[src/rtl/spi_sg_pkg.sv]
package spi_sg_pkg;

    localparam logic [7:0] OP_WREN = 8'h06;
    localparam logic [7:0] OP_WRDI = 8'h04;
    localparam logic [7:0] OP_RDSR = 8'h05;
    localparam logic [7:0] OP_WRSR = 8'h01;

    typedef enum logic [1:0] {
        FS_IDLE    = 2'd0,
        FS_COLLECT = 2'd1,
        FS_READ    = 2'd2,
        FS_DROP    = 2'd3
    } fstate_t;

    // Status byte; bit order is what the host decodes.
    typedef struct packed {
        logic       lock;
        logic       qe;
        logic [3:0] rsv;
        logic       wel;
        logic       busy;
    } stat_t;

    typedef struct packed {
        logic set_wel;
        logic clr_wel;
        logic commit;
        logic lock_val;
        logic qe_load;
        logic qe_val;
    } upd_t;

    function automatic logic hw_locked(input logic wp_level, input logic lock);
        return !wp_level && lock;
    endfunction

endpackage

[src/rtl/spi_sg_wp_sync.sv]
module spi_sg_wp_sync #(
    parameter int STAGES = 2
) (
    input  logic clk,
    input  logic rst,
    input  logic pin_n,
    output logic level
);
    logic [STAGES-1:0] chain;

    always_ff @(posedge clk) begin
        if (rst) chain <= '1;
        else     chain <= {chain[STAGES-2:0], pin_n};
    end

    assign level = chain[STAGES-1];

    generate
        if (STAGES == 2) begin : g_chk
            // level lags the pin by two edges
            p_sync_lag_r10: assert property (@(posedge clk)
                disable iff (rst || $past(rst) || $past(rst, 2))
                level == $past(pin_n, 2));
        end
    endgenerate
endmodule

[src/rtl/spi_sg_status.sv]
module spi_sg_status
    import spi_sg_pkg::*;
(
    input  logic  clk,
    input  logic  rst,
    input  upd_t  upd,
    output stat_t stat
);
    logic wel_q, lock_q, qe_q;

    always_ff @(posedge clk) begin
        if (rst) begin
            wel_q  <= 1'b0;
            lock_q <= 1'b0;
            qe_q   <= 1'b0;
        end else if (upd.commit) begin
            wel_q  <= 1'b0;
            lock_q <= upd.lock_val;
            if (upd.qe_load) qe_q <= upd.qe_val;
        end else if (upd.set_wel) begin
            wel_q <= 1'b1;
        end else if (upd.clr_wel) begin
            wel_q <= 1'b0;
        end
    end

    always_comb begin
        stat      = '0;
        stat.wel  = wel_q;
        stat.lock = lock_q;
        stat.qe   = qe_q;
    end

    // a completed status write drops the enable latch
    p_wel_drop_r6: assert property (@(posedge clk) disable iff (rst)
        upd.commit |=> !stat.wel);
    // lock bit moves only through a completed status write
    p_lock_hold_r5: assert property (@(posedge clk) disable iff (rst)
        !upd.commit |=> $stable(stat.lock));
    // quad enable moves only when the variant loads it
    p_qe_hold_r7: assert property (@(posedge clk) disable iff (rst)
        !(upd.commit && upd.qe_load) |=> $stable(stat.qe));
endmodule

[src/rtl/spi_sg_decode.sv]
module spi_sg_decode
    import spi_sg_pkg::*;
#(
    parameter int TWO_BYTE = 0
) (
    input  logic       clk,
    input  logic       rst,
    input  logic       cs_n,
    input  logic       rx_valid,
    input  logic [7:0] rx_byte,
    input  logic       wp_level,
    input  stat_t      stat,
    output upd_t       upd,
    output logic       tx_valid,
    output stat_t      tx_stat,
    output logic       err
);
    localparam int NDATA = (TWO_BYTE != 0) ? 2 : 1;

    fstate_t    state, nxt;
    logic [1:0] cnt;
    logic       first_msb;
    logic       byte_ok, reject, is_read;

    assign byte_ok = !cs_n && rx_valid;
    assign is_read = byte_ok && (state == FS_READ);

    always_comb begin
        upd    = '0;
        nxt    = state;
        reject = 1'b0;
        case (state)
            FS_IDLE: if (byte_ok) begin
                nxt = FS_DROP;
                case (rx_byte)
                    OP_WREN: upd.set_wel = 1'b1;
                    OP_WRDI: upd.clr_wel = 1'b1;
                    OP_RDSR: nxt = FS_READ;
                    OP_WRSR: begin
                        if (!stat.wel || hw_locked(wp_level, stat.lock)) reject = 1'b1;
                        else nxt = FS_COLLECT;
                    end
                    default: ;
                endcase
            end
            FS_COLLECT: if (byte_ok && (int'(cnt) == NDATA - 1)) begin
                upd.commit   = 1'b1;
                upd.lock_val = (cnt == 2'd0) ? rx_byte[7] : first_msb;
                upd.qe_load  = (TWO_BYTE != 0);
                upd.qe_val   = rx_byte[1];
                nxt          = FS_DROP;
            end
            default: ;
        endcase
        if (cs_n) nxt = FS_IDLE;
    end

    always_ff @(posedge clk) begin
        if (rst) begin
            state     <= FS_IDLE;
            cnt       <= 2'd0;
            first_msb <= 1'b0;
            tx_valid  <= 1'b0;
            tx_stat   <= '0;
            err       <= 1'b0;
        end else begin
            state    <= nxt;
            tx_valid <= is_read;
            tx_stat  <= is_read ? stat : '0;
            err      <= reject;
            if (state != FS_COLLECT) begin
                cnt <= 2'd0;
            end else if (byte_ok) begin
                cnt <= cnt + 2'd1;
                if (cnt == 2'd0) first_msb <= rx_byte[7];
            end
        end
    end

    // never two error cycles in a row
    p_err_single_r11: assert property (@(posedge clk) disable iff (rst)
        err |=> !err);
    // unused status positions stay zero on reads
    p_layout_r1: assert property (@(posedge clk) disable iff (rst)
        tx_valid |-> (tx_stat.rsv == 4'd0 && !tx_stat.busy));
    // write-status without the enable latch is flagged
    p_no_wel_r4: assert property (@(posedge clk) disable iff (rst)
        (state == FS_IDLE && byte_ok && rx_byte == OP_WRSR && !stat.wel) |=> err);
    // hardware-protected mode refuses the write
    p_hpm_r5: assert property (@(posedge clk) disable iff (rst)
        (state == FS_IDLE && byte_ok && rx_byte == OP_WRSR && !wp_level && stat.lock) |=> err);
    // nothing in a dropped frame touches state
    p_drop_r8: assert property (@(posedge clk) disable iff (rst)
        (state == FS_DROP) |-> !(upd.commit || upd.set_wel || upd.clr_wel));
endmodule

[src/rtl/spi_status_guard.sv]
module spi_status_guard
    import spi_sg_pkg::*;
#(
    parameter int TWO_BYTE_WRSR  = 0,
    parameter int WP_SYNC_STAGES = 2
) (
    input  logic       clk,
    input  logic       rst,
    input  logic       cs_n,
    input  logic       rx_valid,
    input  logic [7:0] rx_byte,
    input  logic       wp_n,
    output logic       tx_valid,
    output logic [7:0] tx_byte,
    output logic       err_pulse
);
    logic  wp_level;
    stat_t stat, tx_stat;
    upd_t  upd;

    spi_sg_wp_sync #(.STAGES(WP_SYNC_STAGES)) u_sync (
        .clk(clk), .rst(rst), .pin_n(wp_n), .level(wp_level)
    );

    spi_sg_status u_stat (
        .clk(clk), .rst(rst), .upd(upd), .stat(stat)
    );

    spi_sg_decode #(.TWO_BYTE(TWO_BYTE_WRSR)) u_dec (
        .clk(clk), .rst(rst), .cs_n(cs_n), .rx_valid(rx_valid),
        .rx_byte(rx_byte), .wp_level(wp_level), .stat(stat),
        .upd(upd), .tx_valid(tx_valid), .tx_stat(tx_stat), .err(err_pulse)
    );

    assign tx_byte = tx_stat;

    // outputs idle right after reset
    p_reset_idle_r2: assert property (@(posedge clk)
        rst |=> (!tx_valid && !err_pulse && tx_byte == 8'h00));
endmodule

[config.mk]
export PLATFORM = sky130hd
export DESIGN_NAME = spi_status_guard
export DESIGN_NICKNAME = d
export VERILOG_FILES = /design/src/rtl/spi_sg_pkg.sv /design/src/rtl/spi_sg_wp_sync.sv /design/src/rtl/spi_sg_status.sv /design/src/rtl/spi_sg_decode.sv /design/src/rtl/spi_status_guard.sv
export SDC_FILE = /design/constraint.sdc
export NUM_CORES = 1
export LEC_CHECK = 0
export CORE_AREA = 2 2 39 41
export CTS_CLUSTER_SIZE = 16
export DETAILED_ROUTE_END_ITERATION = 6
export DIE_AREA = 0 0 41 43
export DONT_BUFFER_PORTS = 1
export GPL_ROUTABILITY_DRIVEN = 0
export HOLD_SLACK_MARGIN = 0.1
export PLACE_DENSITY_LB_ADDON = 0.2
export SKIP_LAST_GASP = 1
export SYNTH_ARGS = -nofsm -noshare
export SYNTH_HDL_FRONTEND = slang
export SYNTH_SLANG_ARGS = --single-unit
[constraint.sdc]
create_clock -name clk -period 1.8 [get_ports clk]
set_input_delay 0.18 -clock clk [delete_from_list [all_inputs] [get_ports clk]]
set_output_delay 0.18 -clock clk [all_outputs]
set_load 0.05 [all_outputs]
==> impl_results.md <==
- Hold Crit Class: in -> reg
- Slowest cell on the critical path: or4b_4
- CTS Buf Count: 3
- DR WL/cell: 11.37 um
- Core ar.: 1384 sq um
- RSZ-0062 raised after global routing: no
- Row cnt: 14
- Vias: 427
- Main flop type after synthesis: dfxtp_1
- Critical path's largest stage delay: 0.50 ns
- Final slew viol count: 0
- Post-Place Cell Area: 593.1 sq um
- Post-route cell area: 669.4 sq um
- Drt drc: 0
- Top post-synthesis cells by area: dfxtp_1 39%, buf_4 7.4%, o21ai_0 4.1%
- Antenna diodes: 0
- Flop-to-flop setup slack: 0.09 ns
- Final Setup Violations: 0
- Hold endpoint: u_stat.wel_q$_SDFFE_PP0P_
- Async set-or-reset flop fraction in the synthesized netlist: 0%
- First-pass GRT wire length: 1600 um
- Post-layout nets: 86
- Die W: 41 um
- Post-Syn Area: 610.6 sq um
- HP Start: rst
- Die H: 43 um
- EDFF count, synth: 0
- Critical path class: reg -> reg
- # port buffers: 0
- DPL Wire Length: 724.5 um
- Clock-pin slew on the worst setup and hold paths: 0.07 ns
- Pwr dens: 819.9 nW/um^2
- Largest net degree at the start of global routing: 10
- Final setup TNS: 0 ns
- Most frequent cell after synthesis: dfxtp_1
- CP Launch Type: flip-flop
- Fill count: 131
- Gr ovfl total: 0
- Seq/Total Area, Yosys: 39.34%
- CTS tree: yes
- Tcrit/Tclk final: 95.02%
- R2R depth: 3
- Detailed Route Iter0 Violations: 9
- Fmax: 584.7 MHz
- Initial Util: 44.12%
- Arr. time, crit path: 1.88 ns
- Vias in the first global route: 392
- All-Layer GR Usage: 13.90%
- Fin util: 48.37%
- Final hold slack: 0.1066 ns
- I/O pins: 23
- Syn_area_per_cell: 9.394 sq um
- Status: completed
- Synth warnings: 0
- Setup Skew: 0.002093 ns
- Longest Clk Path Bufs: 2
- Crit path max fanout: 5
- Initial antenna violation count: 0
- Final antenna-violating net count: 0
- Leak: 0.0002492 uW
- Layout cell share with drive strength beyond 1: 18.31%
- Yosys top cell by area: dfxtp_1
- Clk root buf: clkbuf_4
- Flops & latches, synth: 12
- Clock latency on the worst-skew pair: 0.27 ns
- Distinct cells, synth: 29
- CP cell instances: or3b_2, or4b_4, o221a_1
- R2R Path Start: u_dec.state[0]$_SDFFE_PP0P_
- Die ar.: 1763 sq um
- Worst Setup End Kind: flip-flop
- Routed wire length: 989 um
- Crit path time final: 1.710 ns
- Cts repair resizes: 0
- Hold violation count in the final report: 0
- CTS H-Tree Depth: 1
- Overall Power: 548.9 uW
- Clock sink total: 12
- Req. time, crit path: 1.97 ns
- Peak VDD IR: 0.4249 mV
- Top-area cell type share of the netlist area: 39.34%
- Via density: 4.908
- Min-Delay Path Depth: 3
- Reg-to-Reg End: u_dec.state[1]$_SDFFE_PP0P_
- Post-synthesis instance total: 65
- Pre-antenna DRT Iters: 4
- Area delta synth->final: 9.631%
- Most common library cells after synthesis: 12 x dfxtp_1, 6 x buf_4, 5 x inv_1, 5 x nor2_1, 5 x o21ai_0
- Max_cap viols: 0
[metal layers]
layer	up-vias	track usage [%]	part of all wire, %
li1	222	-	-
met1	183	18.18	44
met2	20	18.13	44
met3	2	7.853	11
met4	0	6.000	1.3
met5	-	0	0
[worst max-delay path: cells and delay by family, from the launching register on]
| kind | cells | cell delay (ns) |
|---|---|---|
| and+or+nand+nor | 2 | 0.99 |
| DFF | 1 | 0.35 |
| AOI/OAI and AO/OA | 1 | 0.26 |
[cells by family after synthesis]
logic type      after synthesis  synth area share, %
buf+inv                      12                12.29
simple gates                 29                34.22
xor+xnor                      1                1.435
other cells                   1               0.6142
compound gates                7                6.761
fa+ha+maj                     1                2.049
mux                           2                3.279
flops                        12                39.34
[placed cells by master (no fill, tap or decap), types with 2 or more instances in the layout]
master         Yosys  layout
dfxtp_1           12      12
conb_1             1       6
inv_1              5       5
o21ai_0            5       5
nor2_1             5       5
dlygate4sd3_1      0       4
clkbuf_4           0       3
or3b_2             2       2
and2_1             2       2
or2_2              2       2
or3_1              2       2
nand2b_1           2       2
and2b_2            2       2
mux2i_1            2       2
nor2b_1            2       2
[area by class of cell]
| type | instances | area, sq um | area share [%] |
|---|---|---|---|
| Multi-Input combinational cell | 46 | 314.1 | 46.92 |
| Sequential cell | 12 | 240.2 | 35.89 |
| Timing Repair Buffer | 4 | 40.04 | 5.981 |
| Clock buffer | 4 | 36.28 | 5.421 |
| Tap cell | 16 | 20.02 | 2.991 |
| Inverter | 5 | 18.77 | 2.804 |
[per-stage QoR]
stage	std cells	setup slack (ns)
after CTS	87	0.09065
after floorplan	70	0.1562
after global placement	79	0.1351
final	87	0.08966
after detailed placement	79	0.1003
after global routing	87	0.04354
[registers in the layout, indices dropped and copies added, names as in the netlist]
register        count
u_stat.lock_q       1
u_dec.tx_valid      1
u_dec.err           1
u_sync.chain        2
u_dec.tx_stat       2
u_dec.cnt           2
u_dec.state         2
u_stat.wel_q        1
[where the power goes]
part	leakage, uW	total, uW	switching (uW)	internal [uW]
combinational	0.000131	64.3	42.8	21.5
clock	0.0000210	209	86.0	123
sequential	0.0000975	276	5.26	270
[worst max path at each step]
stage | start | endpoint | depth (start not counted)
global route | u_dec.state[0]$_SDFFE_PP0P_ | u_dec.state[1]$_SDFFE_PP0P_ | 3
floorplan | u_dec.state[0]$_SDFFE_PP0P_ | u_dec.state[1]$_SDFFE_PP0P_ | 3
CTS | u_dec.state[0]$_SDFFE_PP0P_ | u_dec.state[1]$_SDFFE_PP0P_ | 3
global placement | u_dec.state[0]$_SDFFE_PP0P_ | u_dec.state[1]$_SDFFE_PP0P_ | 3
finish | u_dec.state[0]$_SDFFE_PP0P_ | u_dec.state[1]$_SDFFE_PP0P_ | 3
detailed placement | u_dec.state[0]$_SDFFE_PP0P_ | u_dec.state[1]$_SDFFE_PP0P_ | 3
[what timing repair did]
action                                 CTS  global route
endpoints found under the hold margin   10             0
hold buffers                             4             0
buffers inserted                         0             0
Power figures use the tool's default switching activity.
